==> src/rtl/i2s_tx_pkg.sv <==
package i2s_tx_pkg;
  localparam int SAMPLE_W = 32;
  localparam int FRAME_W  = 2 * SAMPLE_W;
  localparam int SLOT_MAX = 32;
  localparam int SLW_W    = $clog2(SLOT_MAX + 1);
  localparam int CNT_W    = $clog2(2 * SLOT_MAX);
  localparam int ADDR_W   = 4;

  localparam logic [ADDR_W-1:0] A_GEN   = 4'd0;
  localparam logic [ADDR_W-1:0] A_TXEN  = 4'd1;
  localparam logic [ADDR_W-1:0] A_CLKEN = 4'd2;
  localparam logic [ADDR_W-1:0] A_SLOT  = 4'd3;
  localparam logic [ADDR_W-1:0] A_RES   = 4'd4;
  localparam logic [ADDR_W-1:0] A_PAIR  = 4'd5;
  localparam logic [ADDR_W-1:0] A_FLUSH = 4'd6;
  localparam logic [ADDR_W-1:0] A_LEFT  = 4'd7;
  localparam logic [ADDR_W-1:0] A_RIGHT = 4'd8;

  function automatic logic [SLW_W-1:0] slot_of(input logic [7:0] code);
    case (code)
      8'h00:   return SLW_W'(16);
      8'h08:   return SLW_W'(24);
      default: return SLW_W'(32);
    endcase
  endfunction

  function automatic logic [SLW_W-1:0] res_of(input logic [7:0] code);
    case (code)
      8'h02:   return SLW_W'(16);
      8'h04:   return SLW_W'(24);
      default: return SLW_W'(32);
    endcase
  endfunction

  // keep the low res bits of a sample and move them to the top of the word
  function automatic logic [SAMPLE_W-1:0] shape(input logic [SAMPLE_W-1:0] s,
                                                input logic [SLW_W-1:0] res);
    int sh;
    sh = SAMPLE_W - int'(res);
    return s << sh;
  endfunction

  // serial bit at frame position idx: left word first, then right word
  function automatic logic stream_bit(input logic [FRAME_W-1:0] f,
                                      input logic [CNT_W-1:0] idx,
                                      input logic [SLW_W-1:0] slot);
    int i;
    int s;
    i = int'(idx);
    s = int'(slot);
    if (i < s) return f[FRAME_W-1-i];
    if (i - s > SAMPLE_W - 1) return 1'b0;
    return f[SAMPLE_W-1-(i-s)];
  endfunction
endpackage

==> src/rtl/i2s_tx_regs.sv <==
module i2s_tx_regs
  import i2s_tx_pkg::*;
(
  input  logic                   clk,
  input  logic                   rst_n,
  input  logic                   wr_en,
  input  logic [ADDR_W-1:0]      wr_addr,
  input  logic [SAMPLE_W-1:0]    wr_data,
  output logic                   gen_en,
  output logic                   tx_en,
  output logic                   clk_en,
  output logic                   pair_en,
  output logic [SLW_W-1:0]       slot_w,
  output logic [SLW_W-1:0]       res_w,
  output logic                   push,
  output logic [FRAME_W-1:0]     push_data,
  output logic                   flush
);
  logic                gen_q, gen_n, tx_q, tx_n, ck_q, ck_n, pr_q, pr_n;
  logic [7:0]          slot_code_q, slot_code_n, res_code_q, res_code_n;
  logic [SAMPLE_W-1:0] hold_q, hold_n;

  always_comb begin
    gen_n       = gen_q;
    tx_n        = tx_q;
    ck_n        = ck_q;
    pr_n        = pr_q;
    slot_code_n = slot_code_q;
    res_code_n  = res_code_q;
    hold_n      = hold_q;
    push        = 1'b0;
    flush       = 1'b0;
    if (wr_en) begin
      case (wr_addr)
        A_GEN:   gen_n       = wr_data[0];
        A_TXEN:  tx_n        = wr_data[0];
        A_CLKEN: ck_n        = wr_data[0];
        A_PAIR:  pr_n        = wr_data[0];
        A_SLOT:  slot_code_n = wr_data[7:0];
        A_RES:   res_code_n  = wr_data[7:0];
        A_FLUSH: flush       = wr_data[0];
        A_LEFT:  hold_n      = wr_data;
        A_RIGHT: push        = 1'b1;
        default: ;
      endcase
    end
  end

  always_ff @(posedge clk or negedge rst_n) begin
    if (!rst_n) begin
      gen_q       <= 1'b0;
      tx_q        <= 1'b0;
      ck_q        <= 1'b0;
      pr_q        <= 1'b0;
      slot_code_q <= 8'h00;
      res_code_q  <= 8'h02;
      hold_q      <= '0;
    end else begin
      gen_q       <= gen_n;
      tx_q        <= tx_n;
      ck_q        <= ck_n;
      pr_q        <= pr_n;
      slot_code_q <= slot_code_n;
      res_code_q  <= res_code_n;
      hold_q      <= hold_n;
    end
  end

  assign gen_en    = gen_q;
  assign tx_en     = tx_q;
  assign clk_en    = ck_q;
  assign pair_en   = pr_q;
  assign slot_w    = slot_of(slot_code_q);
  assign res_w     = res_of(res_code_q);
  assign push_data = {hold_q, wr_data};
endmodule

==> src/rtl/i2s_tx_fifo.sv <==
module i2s_tx_fifo #(
  parameter int DEPTH = 4,
  parameter int W     = 64
) (
  input  logic         clk,
  input  logic         rst_n,
  input  logic         push,
  input  logic [W-1:0] din,
  input  logic         pop,
  input  logic         flush,
  output logic [W-1:0] dout,
  output logic         empty,
  output logic         full
);
  localparam int PTR_W = (DEPTH > 1) ? $clog2(DEPTH) : 1;
  localparam int CNT_W = $clog2(DEPTH + 1);
  localparam logic [PTR_W-1:0] LAST = PTR_W'(DEPTH - 1);

  logic [W-1:0]     mem [DEPTH];
  logic [PTR_W-1:0] wp_q, wp_n, rp_q, rp_n;
  logic [CNT_W-1:0] cnt_q, cnt_n;
  logic             do_push, do_pop;

  assign empty   = (cnt_q == '0);
  assign full    = (cnt_q == CNT_W'(DEPTH));
  assign do_push = push && !full;
  assign do_pop  = pop && !empty;
  assign dout    = mem[rp_q];

  always_comb begin
    wp_n  = wp_q;
    rp_n  = rp_q;
    cnt_n = cnt_q;
    if (flush) begin
      wp_n  = '0;
      rp_n  = '0;
      cnt_n = '0;
    end else begin
      if (do_push) wp_n = (wp_q == LAST) ? '0 : wp_q + 1'b1;
      if (do_pop)  rp_n = (rp_q == LAST) ? '0 : rp_q + 1'b1;
      case ({do_push, do_pop})
        2'b10:   cnt_n = cnt_q + 1'b1;
        2'b01:   cnt_n = cnt_q - 1'b1;
        default: cnt_n = cnt_q;
      endcase
    end
  end

  always_ff @(posedge clk or negedge rst_n) begin
    if (!rst_n) begin
      wp_q  <= '0;
      rp_q  <= '0;
      cnt_q <= '0;
    end else begin
      wp_q  <= wp_n;
      rp_q  <= rp_n;
      cnt_q <= cnt_n;
    end
  end

  generate
    for (genvar g = 0; g < DEPTH; g++) begin : g_slot
      always_ff @(posedge clk) begin
        if (do_push && !flush && wp_q == PTR_W'(g)) mem[g] <= din;
      end
    end
  endgenerate


  flush_empties_chk: assert property (@(posedge clk) disable iff (!rst_n)
    flush |=> empty);

  full_drop_chk: assert property (@(posedge clk) disable iff (!rst_n)
    (full && push && !pop && !flush) |=> (full && $stable(wp_q)));

  bound_chk: assert property (@(posedge clk) disable iff (!rst_n)
    cnt_q <= CNT_W'(DEPTH));
endmodule

==> src/rtl/i2s_tx_serializer.sv <==
module i2s_tx_serializer
  import i2s_tx_pkg::*;
(
  input  logic                clk,
  input  logic                rst_n,
  input  logic                bit_tick,
  input  logic                run,
  input  logic                tx_on,
  input  logic                pair_on,
  input  logic [SLW_W-1:0]    slot_w,
  input  logic [SLW_W-1:0]    res_w,
  input  logic                fifo_empty,
  input  logic [FRAME_W-1:0]  fifo_data,
  output logic                pop,
  output logic                sck,
  output logic                ws,
  output logic                sd
);
  logic               sck_q, sck_n, ws_q, ws_n, sd_q, sd_n;
  logic [CNT_W-1:0]   cnt_q, cnt_n, last, idx;
  logic [CNT_W:0]     last_w;
  logic [FRAME_W-1:0] frm_q, frm_n;

  assign last_w = {slot_w, 1'b0} - 1'b1;
  assign last   = last_w[CNT_W-1:0];

  always_comb begin
    sck_n = sck_q;
    ws_n  = ws_q;
    sd_n  = sd_q;
    cnt_n = cnt_q;
    frm_n = frm_q;
    idx   = '0;
    pop   = 1'b0;
    if (!run) begin
      sck_n = 1'b0;
      ws_n  = 1'b0;
      sd_n  = 1'b0;
      cnt_n = '0;
      frm_n = '0;
    end else if (bit_tick) begin
      if (!sck_q) begin
        sck_n = 1'b1;
      end else begin
        sck_n = 1'b0;
        cnt_n = (cnt_q >= last) ? '0 : cnt_q + 1'b1;
        if (cnt_q == '0) begin
          if (tx_on && pair_on && !fifo_empty) begin
            pop   = 1'b1;
            frm_n = {shape(fifo_data[FRAME_W-1:SAMPLE_W], res_w),
                     shape(fifo_data[SAMPLE_W-1:0], res_w)};
          end else begin
            frm_n = '0;
          end
        end
        ws_n = ({1'b0, cnt_n} >= (CNT_W+1)'(slot_w));
        idx  = (cnt_n == '0) ? last : cnt_n - 1'b1;
        sd_n = tx_on && stream_bit(frm_n, idx, slot_w);
      end
    end
  end

  always_ff @(posedge clk or negedge rst_n) begin
    if (!rst_n) begin
      sck_q <= 1'b0;
      ws_q  <= 1'b0;
      sd_q  <= 1'b0;
      cnt_q <= '0;
      frm_q <= '0;
    end else begin
      sck_q <= sck_n;
      ws_q  <= ws_n;
      sd_q  <= sd_n;
      cnt_q <= cnt_n;
      frm_q <= frm_n;
    end
  end

  assign sck = sck_q;
  assign ws  = ws_q;
  assign sd  = sd_q;


  idle_low_chk: assert property (@(posedge clk) disable iff (!rst_n)
    !run |=> (!sck_q && !ws_q));

  sd_hold_chk: assert property (@(posedge clk) disable iff (!rst_n)
    sck_q |-> $stable(sd_q));

  ws_on_fall_chk: assert property (@(posedge clk) disable iff (!rst_n)
    (ws_q != $past(ws_q)) |-> !sck_q);
endmodule

==> src/rtl/i2s_tx_master.sv <==
module i2s_tx_master
  import i2s_tx_pkg::*;
#(
  parameter int FIFO_DEPTH = 4
) (
  input  logic                clk,
  input  logic                rst_n,
  input  logic                bit_tick,
  input  logic                wr_en,
  input  logic [ADDR_W-1:0]   wr_addr,
  input  logic [SAMPLE_W-1:0] wr_data,
  output logic                sck_o,
  output logic                ws_o,
  output logic                sd_o
);
  logic               gen_en, tx_en, clk_en, pair_en;
  logic [SLW_W-1:0]   slot_w, res_w;
  logic               push, flush, pop, empty, full;
  logic [FRAME_W-1:0] push_data, fifo_data;

  i2s_tx_regs u_regs (
    .clk(clk), .rst_n(rst_n), .wr_en(wr_en), .wr_addr(wr_addr),
    .wr_data(wr_data), .gen_en(gen_en), .tx_en(tx_en), .clk_en(clk_en),
    .pair_en(pair_en), .slot_w(slot_w), .res_w(res_w), .push(push),
    .push_data(push_data), .flush(flush)
  );

  i2s_tx_fifo #(.DEPTH(FIFO_DEPTH), .W(FRAME_W)) u_fifo (
    .clk(clk), .rst_n(rst_n), .push(push), .din(push_data), .pop(pop),
    .flush(flush), .dout(fifo_data), .empty(empty), .full(full)
  );

  i2s_tx_serializer u_ser (
    .clk(clk), .rst_n(rst_n), .bit_tick(bit_tick),
    .run(gen_en && clk_en), .tx_on(gen_en && tx_en), .pair_on(pair_en),
    .slot_w(slot_w), .res_w(res_w), .fifo_empty(empty),
    .fifo_data(fifo_data), .pop(pop), .sck(sck_o), .ws(ws_o), .sd(sd_o)
  );


  no_pop_empty_chk: assert property (@(posedge clk) disable iff (!rst_n)
    pop |-> !empty);

  no_pop_disabled_chk: assert property (@(posedge clk) disable iff (!rst_n)
    pop |-> (tx_en && gen_en && pair_en));
endmodule

==> config.mk <==
export PLATFORM = sky130hd
export DESIGN_NAME = i2s_tx_master
export DESIGN_NICKNAME = d
export VERILOG_FILES = /design/src/rtl/i2s_tx_pkg.sv /design/src/rtl/i2s_tx_regs.sv /design/src/rtl/i2s_tx_fifo.sv /design/src/rtl/i2s_tx_serializer.sv /design/src/rtl/i2s_tx_master.sv
export SDC_FILE = /design/constraint.sdc
export NUM_CORES = 1
export LEC_CHECK = 0
export ABC_CLOCK_PERIOD_IN_PS = 7900
export BUFFER_PORTS_ARGS = -buffer_cell sky130_fd_sc_hd__buf_4
export CAP_MARGIN = 20
export CORE_MARGIN = 2
export CORE_UTILIZATION = 42
export CTS_BUF_LIST = sky130_fd_sc_hd__clkbuf_8
export DETAILED_ROUTE_END_ITERATION = 8
export HOLD_SLACK_MARGIN = 0.1
export SLEW_MARGIN = 25
export SYNTH_ARGS = -nofsm -noshare
export SYNTH_HDL_FRONTEND = slang
export SYNTH_SLANG_ARGS = --single-unit
export TNS_END_PERCENT = 50
==> constraint.sdc <==
create_clock -name clk -period 7.9 [get_ports clk]
set_clock_uncertainty 0.1 [all_clocks]
set_input_delay 1.185 -clock clk [delete_from_list [all_inputs] [get_ports clk]]
set_output_delay 1.185 -clock clk [all_outputs]
set_load 0.005 [all_outputs]
# After elaboration in Yosys (flattened, before gate mapping)
# Memory sizes are Yosys's and may differ from the RTL's.
# Index checks and enable logic that the tools add are counted.
classes:
  addsub: 11
  order_cmp: 6
  n_eq_ne: 20
  shift: 2
  muxes: 80
  reduce_logical: 35
ops:
  columns: ["operator", "count"]
  rows:
  - ["$mux 64", 11]
  - ["$reduce_or 64->1", 3]
  - ["$lt 32x8->1 const B", 2]
  - ["$shl 32x32->32", 2]
  - ["$mux 1", 49]
  - ["$gt 32x6->1 const B", 1]
  - ["$sub 6x32->32 const A", 1]
  - ["$mux 6", 5]
  - ["$pmux 6 s2", 2]
  - ["$mux 2", 9]
  - ["$eq 4x3->1 const B", 4]
  - ["$reduce_and 2->1", 8]
  - ["$sub 6x6->7 const A", 2]
  - ["$bmux 1 s6", 2]
  - ["$ge 6x6->1", 2]
  - ["$logic_and 1x1->1", 12]
  - ["$logic_not 6->1", 2]
  - ["$sub 6x1->6 const B", 2]
  - ["$eq 2x2->1 const B", 4]
  - ["$eq 4x2->1 const B", 2]
  - ["$eq 8x2->1 const B", 1]
  - ["$eq 8x3->1 const B", 1]
  - ["$eq 8x4->1 const B", 1]
  - ["$logic_not 8->1", 1]
  - ["other kinds (19)", 25]
totals:
  reg_bits: 132
  ramBits: 256
  wordCells: 170
  memories: 1
mem_list:
  columns: ["memory", "words", "word_bits", "read_ports", "rd_clocked_by_memory_dff", "wr", "line_no", "text"]
  rows:
  - ["u_fifo.mem", 4, 64, 1, 0, 1, "i2s_tx_fifo.sv:19", "logic [W-1:0] mem [DEPTH];"]

# Depth between registers and ports, before layout
# Gate-level depths: netlist of the first run.
depth:
  depth_word: 25
  mapped_depth: 23

# Cells and area by module
# Synthesis of the first run repeated with hierarchy kept, for this count alone.
hier_totals:
  cells_unflattened: 1647
  area_unflattened_um2: 21291.7
by_module_without_submodules:
  columns: ["module", "n_inst", "cells_per_inst", "area_each_um2", "seq_area_each_um2"]
  rows:
  - ["i2s_tx_fifo", 1, 401, 9834.4, 7862.5]
  - ["i2s_tx_serializer", 1, 1073, 8953.6, 1826.8]
  - ["i2s_tx_regs", 1, 171, 2491.1, 1302.5]
  - ["i2s_tx_master", 1, 2, 12.5, 0.0]

# Worst setup path before layout of the first run
# No wires, ideal clock.
synth_path:
  kind: "reg-to-reg"
  start: "reg u_regs.slot_code_q[6]"
  end: "reg u_ser.sd_q, in the netlist u_ser.sd"
  arrival_time_ns: 5.422
  required_time_ns: 7.680
  path_slack_ns: 2.258
  stages_incl_launch_ff: 24
  path_buffers: 2
  synth_period_minus_slack_ns: 5.642
  path_cell_list: "dfrtp_1 > nor4_1 > nand2_1 > nor2_1 > ha_1 > a21oi_1 > o211a_1 > clkinv_1 > buf_2 > buf_2 > ha_1 > nand2_1 > nor2_1 > mux2_2 > o31ai_1 > inv_1 > fa_1 > fa_1 > nor2b_1 > nor3b_1 > a311oi_1 > o21ai_1 > or4_1 > and3_1"
synth_between:
  elab_chain_cells: 23
  elab_cells_between_ends: 40
  cone_classes: "5 x add/sub; 3 x order compare; 1 x eq/ne; 28 x mux; 3 x reduce/logical"
synth_lines:
  columns: ["item", "line_no", "text"]
  rows:
  - ["start, declared", "i2s_tx_regs.sv:20", "logic [7:0] slot_code_q, slot_code_n, res_code_q, res_code_n;"]
  - ["start signal, assigned", "i2s_tx_regs.sv:63", "slot_code_q <= slot_code_n;"]
  - ["$eq 8x4->1 or $logic_not 8->1 (tied branches)", "i2s_tx_pkg.sv:20", "case (code)"]
  - ["$pmux 6 s2 (*)", "i2s_tx_pkg.sv:20", null]
  - ["parallel branches: the longest is 13 deep, another holds $sub 6x32->32", null, null]
  - ["$mux 1 (*)", "i2s_tx_pkg.sv:52", "if (i - s > SAMPLE_W - 1) return 1'b0;"]
  - ["$mux 1 (*)", "i2s_tx_serializer.sv:42", "if (!sck_q) begin"]
  - ["$mux 1 (*)", "i2s_tx_serializer.sv:41", "end else if (bit_tick) begin"]
  - ["$mux 1 (*)", "i2s_tx_serializer.sv:35", "if (!run) begin"]
  - ["$logic_and 1x1->1 (*)", "i2s_tx_serializer.sv:58", "sd_n = tx_on && stream_bit(frm_n, idx, slot_w);"]
  - ["$mux 1 (*)", "i2s_tx_serializer.sv:42", null]
  - ["$mux 1 (*)", "i2s_tx_serializer.sv:41", null]
  - ["$mux 1 (*)", "i2s_tx_serializer.sv:35", null]
  - ["end signal, assigned", "i2s_tx_serializer.sv:73", "sd_q <= sd_n;"]
  - ["end, declared", "i2s_tx_serializer.sv:19", "logic sck_q, sck_n, ws_q, ws_n, sd_q, sd_n;"]
# Mark *: on every way between the ends. The select of a mux whose other input is x is not followed.
# A chain may end at the register's enable or synchronous reset.

# Final worst setup path of the first run
# Same ends and word-level chain as after synthesis.

==> metrics.md, run 1 <==
| Metric | Value |
|---|---|
| Initial antenna violation count | `0` |
| Cell count after placement | `1742` |
| Leakage | `7.05 nW` |
| Final wirelength | `44500 µm` |
| CTS tree | `built` |
| TritonCTS buffer count | `66` |
| Vias in the first global route | `roughly 11000` |
| Most used DFF post-synth | `edfxtp_1` |
| RSZ-0062 raised after global routing | `no` |
| Power, Total | `4.52 mW` |
| Number of fill cells | `3576` |
| Bufs on Longest Clock Path | `3` |
| Final HPWL DP | `28100 µm` |
| Starting Density | `42.6%` |
| Post-CTS setup buffer count | `0` |
| Residual DRC | `0` |
| Vias/cell | `5.97` |
| Antenna cells | `0` |
| Antenna-violating nets left | `0` |
| Total gr overflow | `0` |
| H-tree lvl count | `3` |
| Share of the core filled with cells | `47.6%` |
| Crit start category | `flip-flop` |
| DIE AREA | `43200 µm²` |
| FF/Latch Area | `11000 µm²` |
| Final Slew Violations | `0` |
| Final Worst Setup Slack | `1.35 ns` |
| Peak VDD IR | `approximately 0.00016 V` |
| Crit Path Category | `flip-flop to flip-flop` |
| Mapped Cells | `approximately 1200` |
| Simple-gate share of the synthesized area | `approximately 7.6%` |
| Non-Filler Cell Area, Final | `19500 µm²` |
| Sequential-to-total area share from yosys stat | `between 60% and 70%` |
| Pre-CTS setup slack | `1.38 ns` |
| Rel. slew slack | `28.5%` |
| Clk root buf | `clkbuf_8` |
| Die Ht | `208 µm` |
| Layout cells sized above 1 | `roughly 22%` |
| DP Area | `about 18000 µm²` |
| Post-synthesis compound-gate area fraction | `10.8%` |
| Global-route wire length before repair | `roughly 67000 µm` |
| Area Growth Syn to Fin | `11.8%` |
| Num rows | `74` |
| Core Region | `between 40000 and 50000 µm²` |
| Final Hold Viols | `0` |
| Setup Viol. Count Final | `0` |
| Fin crit period | `6.55 ns` |
| Yosys warning total | `0` |
| Final Hold Slack | `0.383 ns` |
| Mapped cell area | `between 15000 and 20000 µm²` |
| Synthesized area per cell | `14.2 µm²` |
| Most common cell after layout, fill and taps aside | `edfxtp_1` |
| Post-synth EDFFs | `256` |
| Clock sink count | `388` |
| Worst Path Arrival | `6.95 ns` |
| Register bit count reported by yosys | `388` |
| Setup Total Neg Slack | `0 ns` |
| GRT Total Usage | `20.5%` |
| Mux share of post-synthesis cell area | `14.1%` |
| 1st-iter DRT viols | `1084` |
| Maximum clock rate | `around 150 MHz` |
| IO Pins | `43` |
| Worst-path clk slew | `0.06 ns` |
| Horiz. Die Dim | `between 200 and 250 µm` |
| Most frequent cells in the layout | `edfxtp_1 (256), dfrtp_1 (129), nand2_1 (100), clkbuf_8 (73), mux4_2 (67)` |
| Main combinational cell family by area after synthesis | `multiplexers` |
| Synth cell types | `79` |
| Gpl congestion | `slightly above 0.9` |
| CP Max Fanout | `35` |
| Async S/R FF share, synth | `between 30% and 40%` |
| WL/cell | `between 20 and 25 µm` |
| Clock Latency Late Sink | `0.61 ns` |
| CTS resizes | `0` |
| Vias | `11125` |
| Slew @ Worst Pin | `1.07 ns` |
| First-pass DRT Iterations | `5` |
| Min-Delay Path Class | `flip-flop to flip-flop` |
| Nets | `1338` |
| Syn nets | `1285` |
| Cts hold-fix bufs | `0` |
| Synth Area in Adders | `1.62%` |
| Post-Layout Cell Count | `~1900` |
| Worst EP required | `8.31 ns` |
| Critical Path Sink Type | `flip-flop` |
| Cell Pwr Density | `232 nW/µm²` |
| Multi-input logic area | `6040 µm²` |
| # port buffers | `42` |
| Run status | `complete, no violations` |
| Max-cap violations | `0` |
| Largest net degree at the start of global routing | `59` |
| Final period util | `82.9%` |
| Synth Area in XOR/XNOR | `less than 1%` |
-- cells in the mapped netlist (5+ instances only) --
master / n / share of area, %
a211oi_1: 13 / 0.56
a21o_1: 6 / 0.26
a21oi_1: 64 / 1.8
a22o_1: 31 / 1.6
a31oi_1: 8 / 0.29
and2_1: 7 / 0.25
and3_1: 5 / 0.18
buf_1: 6 / 0.13
buf_2: 19 / 0.55
clkbuf_1: 48 / 1.0
clkinv_1: 5 / 0.11
dfrtp_1: 131 / 19
edfxtp_1: 256 / 44
ha_1: 17 / 1.2
inv_1: 15 / 0.32
mux2_2: 54 / 3.5
mux2i_1: 32 / 1.8
mux4_2: 67 / 8.7
nand2_1: 100 / 2.2
nand3_1: 18 / 0.52
nand4_1: 16 / 0.57
nor2_1: 58 / 1.2
nor2b_1: 5 / 0.18
nor3_1: 22 / 0.63
nor4_1: 18 / 0.65
o211ai_1: 11 / 0.47
o21ai_0: 58 / 1.7
o22ai_1: 23 / 0.83
o31ai_1: 8 / 0.34
o41ai_1: 7 / 0.35
or3_1: 5 / 0.18
xor2_1: 5 / 0.25
-- cells by family (layout without fill, tap and decap cells) --
logic type / count (synthesis) / count (layout)
flops: 388 / 388
fa+ha+maj: 21 / 21
buf+inv: 99 / 204
simple gates: 275 / 275
mux: 154 / 154
xor+xnor: 8 / 8
compound gates: 280 / 280
-- area by class of cell --
class / instances / share of cell area, %
timing repair buffer: 64 / 2.48
tap: 532 / 3.41
clock buffer: 73 / 5.15
sequential: 388 / 56.4
multi-input combinational: 738 / 31.0
clock inverter: 47 / 1.20
inverter: 20 / 0.385
-- power by group --
group / total (mW) / internal [mW] / leakage (nW) / switching (mW)
clock: 1.69 / 0.885 / 0.706 / 0.802
combinational: 0.440 / 0.162 / 2.28 / 0.278
sequential: 2.40 / 2.30 / 4.06 / 0.0959
-- worst max-delay path, cell delays in order (launching register included) --
cell,delay [ns]
dfrtp_1,0.38
nor4_1,0.36
nand2_1,0.23
nor2_1,0.21
ha_1,0.27
a21oi_1,0.29
o211a_1,0.20
buf_4,0.35
clkinv_1,0.11
buf_4,0.30
ha_1,0.28
nand2_1,0.12
nor2_1,0.06
mux2_2,0.27
o31ai_1,0.41
inv_1,0.23
fa_1,0.48
fa_1,0.49
nor2b_1,0.16
nor3b_1,0.14
a311oi_1,0.25
o21ai_1,0.08
or4_1,0.42
and3_1,0.19
-- state kept, by name, indices dropped and copies added (netlist names) --
name,flops
u_fifo.cnt_q,3
u_fifo.mem,256
u_fifo.rp_q,2
u_fifo.wp_q,2
u_regs.clk_en,1
u_regs.gen_en,1
u_regs.hold_q,32
u_regs.pair_en,1
u_regs.res_code_q,8
u_regs.slot_code_q,8
u_regs.tx_en,1
u_ser.cnt_q,6
u_ser.frm_q,64
u_ser.sck,1
u_ser.sd,1
u_ser.ws,1
-- per-layer routing --
| metal | GRT usage [%] | vias to the layer above | share of wire (%) |
|---|---|---|---|
| li1 | - | 4943 | - |
| met1 | 29.6 | 5626 | 45 |
| met2 | 30.8 | 471 | 45 |
| met3 | 4.64 | 85 | 7.2 |
| met4 | 7.26 | 0 | 2.7 |
| met5 | 0 | - | 0 |
-- worst paths after layout --
path	startpoint	to	slack [ns]	depth (start not counted)
min reg2reg	u_ser.frm_q[18]$_DFFE_PN0P_	u_ser.frm_q[18]$_DFFE_PN0P_	0.38	2
max	u_regs.slot_code_q[6]$_DFFE_PN0P_	u_ser.sd$_DFFE_PN0P_	1.35	23
min	u_ser.frm_q[18]$_DFFE_PN0P_	u_ser.frm_q[18]$_DFFE_PN0P_	0.38	2
max reg2reg	u_regs.slot_code_q[6]$_DFFE_PN0P_	u_ser.sd$_DFFE_PN0P_	1.35	23
min in group asynchronous	rst_n	u_ser.frm_q[53]$_DFFE_PN0P_	0.44	1
max in group asynchronous	rst_n	u_fifo.rp_q[0]$_DFFE_PN0P_	6.03	2
(Power assumes the default switching activity.)
==> run 2: changes to the inputs <==
- ABC_CLOCK_PERIOD_IN_PS: 7900 -> 6200
- clock period: 7.9 -> 6.2 ns (I/O delays scaled with it)
==> run 2 against run 1 <==
Against the previous run:
- worst hold slack worse by 0.0038 ns
- sequential share of layout area about the same
- clock-buffer cell count down 9
- first-iteration DRC count up 6.6%
- flip-flop and latch count unchanged
- global-route usage up 0.34 points
- largest cell class unchanged
==> metrics.md, run 2 (synthesis gave the netlist of run 1 again) <==
| Metric | Value |
|---|---|
| Most common cell after layout, fill and taps aside | `edfxtp_1` |
| Met3 Use GR | `2.95% (-1.7 points)` |
| Register share of total power | `53.3% (+0.3 points)` |
| Peak VDD IR | `0.000181 V (+13%)` |
| Max reg flops | `256 (unchanged)` |
| GR Layer Usage met2 | `31.3% (+0.53 points)` |
| Clock sink count | `388 (unchanged)` |
| Initial antenna violation count | `0 (unchanged)` |
| Critical register-to-register path startpoint | `u_regs.slot_code_q[6]$_DFFE_PN0P_` |
| First-pass DRT Iterations | `6 (+1)` |
| Gpl congestion | `0.948 (+4.3%)` |
| Antenna cells | `0 (unchanged)` |
| Starting Density | `42.6% (unchanged)` |
| H-tree lvl count | `2 (-1)` |
| Worst R2R Path Depth | `21 (-8.7%)` |
| Residual DRC | `0 (unchanged)` |
| GRT Total Usage | `20.9% (+0.34 points)` |
| Critical hold path startpoint | `u_ser.frm_q[56]$_DFFE_PN0P_` |
| Final period util | `92.1% (+9.3 points)` |
| 1st-iter DRT viols | `1156 (+6.6%)` |
| CTS tree | `built` |
| GR peak layer | `met2` |
| Die Ht | `208 µm (unchanged)` |
| Switching pwr | `1.49 mW (+27%)` |
| Max-cap violations | `0 (unchanged)` |
| Area Growth Syn to Fin | `11.7% (about the same)` |
| Horiz. Die Dim | `208 µm (unchanged)` |
| Number of fill cells | `3592 (+0.45%)` |
| Crit start category | `flip-flop` |
| GRT met1 Usage | `31.0% (+1.5 points)` |
| Setup Total Neg Slack | `0 ns (unchanged)` |
| WL/cell | `24.0 µm (+0.36%)` |
| Min-Delay Endpoint | `u_ser.frm_q[56]$_DFFE_PN0P_` |
| CP max-delay cell | `fa_1` |
| Critical-path cell list | `nor4_2, nand2_1, nor2_1, ha_1, a21oi_1, o211a_1, clkinv_1, ha_1, nand2_1, nor2_1, mux2_2, o31ai_1, inv_1, fa_1, fa_1, nor2b_1, nor3b_1, a311oi_1, o21ai_1, or4_1, and3_1` |
| Cell count after placement | `1743 (+0.057%)` |
| Combinational share of power | `10.0% (+0.3 points)` |
| Antenna-violating nets left | `0 (unchanged)` |
| Slew @ Worst Pin | `1.07 ns (-0.000685 ns)` |
| Share of the core filled with cells | `47.6% (about the same)` |
| Hold path depth | `2 (unchanged)` |
| Worst Path Arrival | `6.17 ns (-0.78 ns)` |
| Worst EP required | `6.66 ns (-1.65 ns)` |
| Min-Delay Path Class | `flip-flop to flip-flop` |
| Bufs on Longest Clock Path | `3 (unchanged)` |
| Critical Path Sink Type | `flip-flop` |
| CP bufs+invs | `2 (-2)` |
| IO Pins | `43 (unchanged)` |
| Switching Fraction | `26.1% (+0.11 points)` |
| Nets | `1335 (-0.22%)` |
| FF/Latch Area | `11000 µm² (unchanged)` |
| Stages on worst setup path | `21 (-8.7%)` |
| Crit Path Category | `flip-flop to flip-flop` |
| Cell Pwr Density | `293 nW/µm² (+26%)` |
| Vias in the first global route | `11168 (+2.9%)` |
| Most frequent cells in the layout | `edfxtp_1 (256), dfrtp_1 (129), nand2_1 (100), mux4_2 (67), clkbuf_8 (64)` |
| Maximum clock rate | `175 MHz (+15%)` |
| Setup Viol. Count Final | `0 (unchanged)` |
| Vias/cell | `5.98 (about the same)` |
| Final Slew Violations | `0 (unchanged)` |
| # port buffers | `42 (unchanged)` |
| Slowest stage delay, CP | `0.50 ns (about the same)` |
| Run status | `complete, no violations` |
| Clk root buf | `clkbuf_8` |
| Layout cells sized above 1 | `22.3% (+0.23 points)` |
| Worst-path clk slew | `0.07 ns (about the same)` |
| Clock Latency Late Sink | `0.67 ns (+0.06 ns)` |
| Fin crit period | `5.71 ns (-0.834 ns)` |
| Leakage | `7.02 nW (-0.34%)` |
| Largest regs | `u_fifo.mem: 256 flops, u_ser.frm_q: 64 flops, u_regs.hold_q: 32 flops` |
| Total gr overflow | `0 (unchanged)` |
| Post-Layout Cell Count | `1857 (-0.27%)` |
| Global-route wire length before repair | `69300 µm (+2.8%)` |
| Worst reg-to-reg setup slack | `0.49 ns (-0.87 ns)` |
| Multi-input logic area | `6040 µm² (+0.12%)` |
| Num rows | `74 (unchanged)` |
| Largest Register | `u_fifo.mem` |
| RR Endpoint | `u_ser.sd$_DFFE_PN0P_` |
| DIE AREA | `43200 µm² (unchanged)` |
| Final Hold Viols | `0 (unchanged)` |
| CP Max Fanout | `7 (-80%)` |
| Post-CTS setup buffer count | `0 (unchanged)` |
| Core Region | `40900 µm² (unchanged)` |
| Int Pwr | `4.22 mW (+26%)` |
| Rel. slew slack | `28.6% (+0.16 points)` |
| Final HPWL DP | `28700 µm (+2.2%)` |
| Clock share of power | `36.7% (-0.6 points)` |
| TritonCTS buffer count | `61 (-7.6%)` |
| RSZ-0062 raised after global routing | `no` |
| Largest net degree at the start of global routing | `66 (+12%)` |
| Largest delay share family, worst path | `simple AND/OR/NAND/NOR gates` |
| Final wirelength | `44500 µm (about the same)` |
| Vias | `11106 (-0.17%)` |
run 2: changes by cell type in the layout (fill, tap and decap cells not counted), moves of 2 or more:
cell,delta
bufinv_16,+2
inv_1,-8
clkinv_1,+2
buf_12,+2
clkbuf_8,-9
clkinv_2,+9
clkinvlp_4,-3
run 2: how the worst max path moves through the flow:
stage / startpoint / to / slack, ns
2_1_floorplan: u_regs.slot_code_q[6]$_DFFE_PN0P_ / u_ser.sd$_DFFE_PN0P_ / 0.56
3_3_place_gp: u_regs.slot_code_q[6]$_DFFE_PN0P_ / u_ser.sd$_DFFE_PN0P_ / 0.55
3_5_place_dp: u_regs.slot_code_q[6]$_DFFE_PN0P_ / u_ser.sd$_DFFE_PN0P_ / 0.38
4_1_cts: u_regs.slot_code_q[6]$_DFFE_PN0P_ / u_ser.sd$_DFFE_PN0P_ / 0.38
5_1_grt: u_regs.slot_code_q[6]$_DFFE_PN0P_ / u_ser.sd$_DFFE_PN0P_ / 0.04
6_report: u_regs.slot_code_q[6]$_DFFE_PN0P_ / u_ser.sd$_DFFE_PN0P_ / 0.49
run 2: metal layers:
layer | vias to the layer above | share of wire [%]
met1 | 5605 | 45
met2 | 465 | 46
met5 | - | 0
met3 | 95 | 6.8
li1 | 4941 | -
met4 | 0 | 2.9
run 2: what timing repair did:
item,in CTS,in global routing
resized for setup,0,1
hold buffers,1,0
endpoints found under the setup margin,0,1
hold endpoints to repair,25,0
run 2: area by class of cell:
type                       instances  area share [%]
tap                              532            3.42
clock inverter                    49            1.51
multi-input combinational        738            31.0
sequential                       388            56.4
timing repair buffer              66            2.70
clock buffer                      64            4.52
inverter                          20           0.385
run 2: power by group through the flow:
stage | Clock (mW) | Combinational, mW | Sequential, mW
floorplan | 0 | 0.379 | 3.05
global placement | 0 | 0.551 | 3.08
detailed placement | 0 | 0.560 | 3.10
CTS | 2.15 | 0.565 | 3.04
global route | 2.27 | 0.620 | 3.06
finish | 2.10 | 0.573 | 3.05
run 2: worst register-to-register path: cells and delay by family (launching register included):
kind,cells,cell delay [ns]
simple gates,9,1.81
buf+inv,2,0.32
flops,1,0.39
fa+ha+maj,4,1.47
mux,1,0.28
compound gates,5,1.24
run 2: metrics by stage:
| stage | setup slack, ns | power (mW) | cell area, µm² | hold slack, ns |
|---|---|---|---|---|
| final | 0.488 | 5.72 | 19500 | 0.379 |
| after detailed placement | 0.383 | 3.66 | 18300 | 0.365 |
| after global routing | 0.0398 | 5.95 | 19500 | 0.366 |
| after CTS | 0.377 | 5.76 | 19500 | 0.344 |
| after floorplan | 0.558 | 3.43 | 17400 | 0.344 |
| after global placement | 0.555 | 3.63 | 18300 | 0.356 |
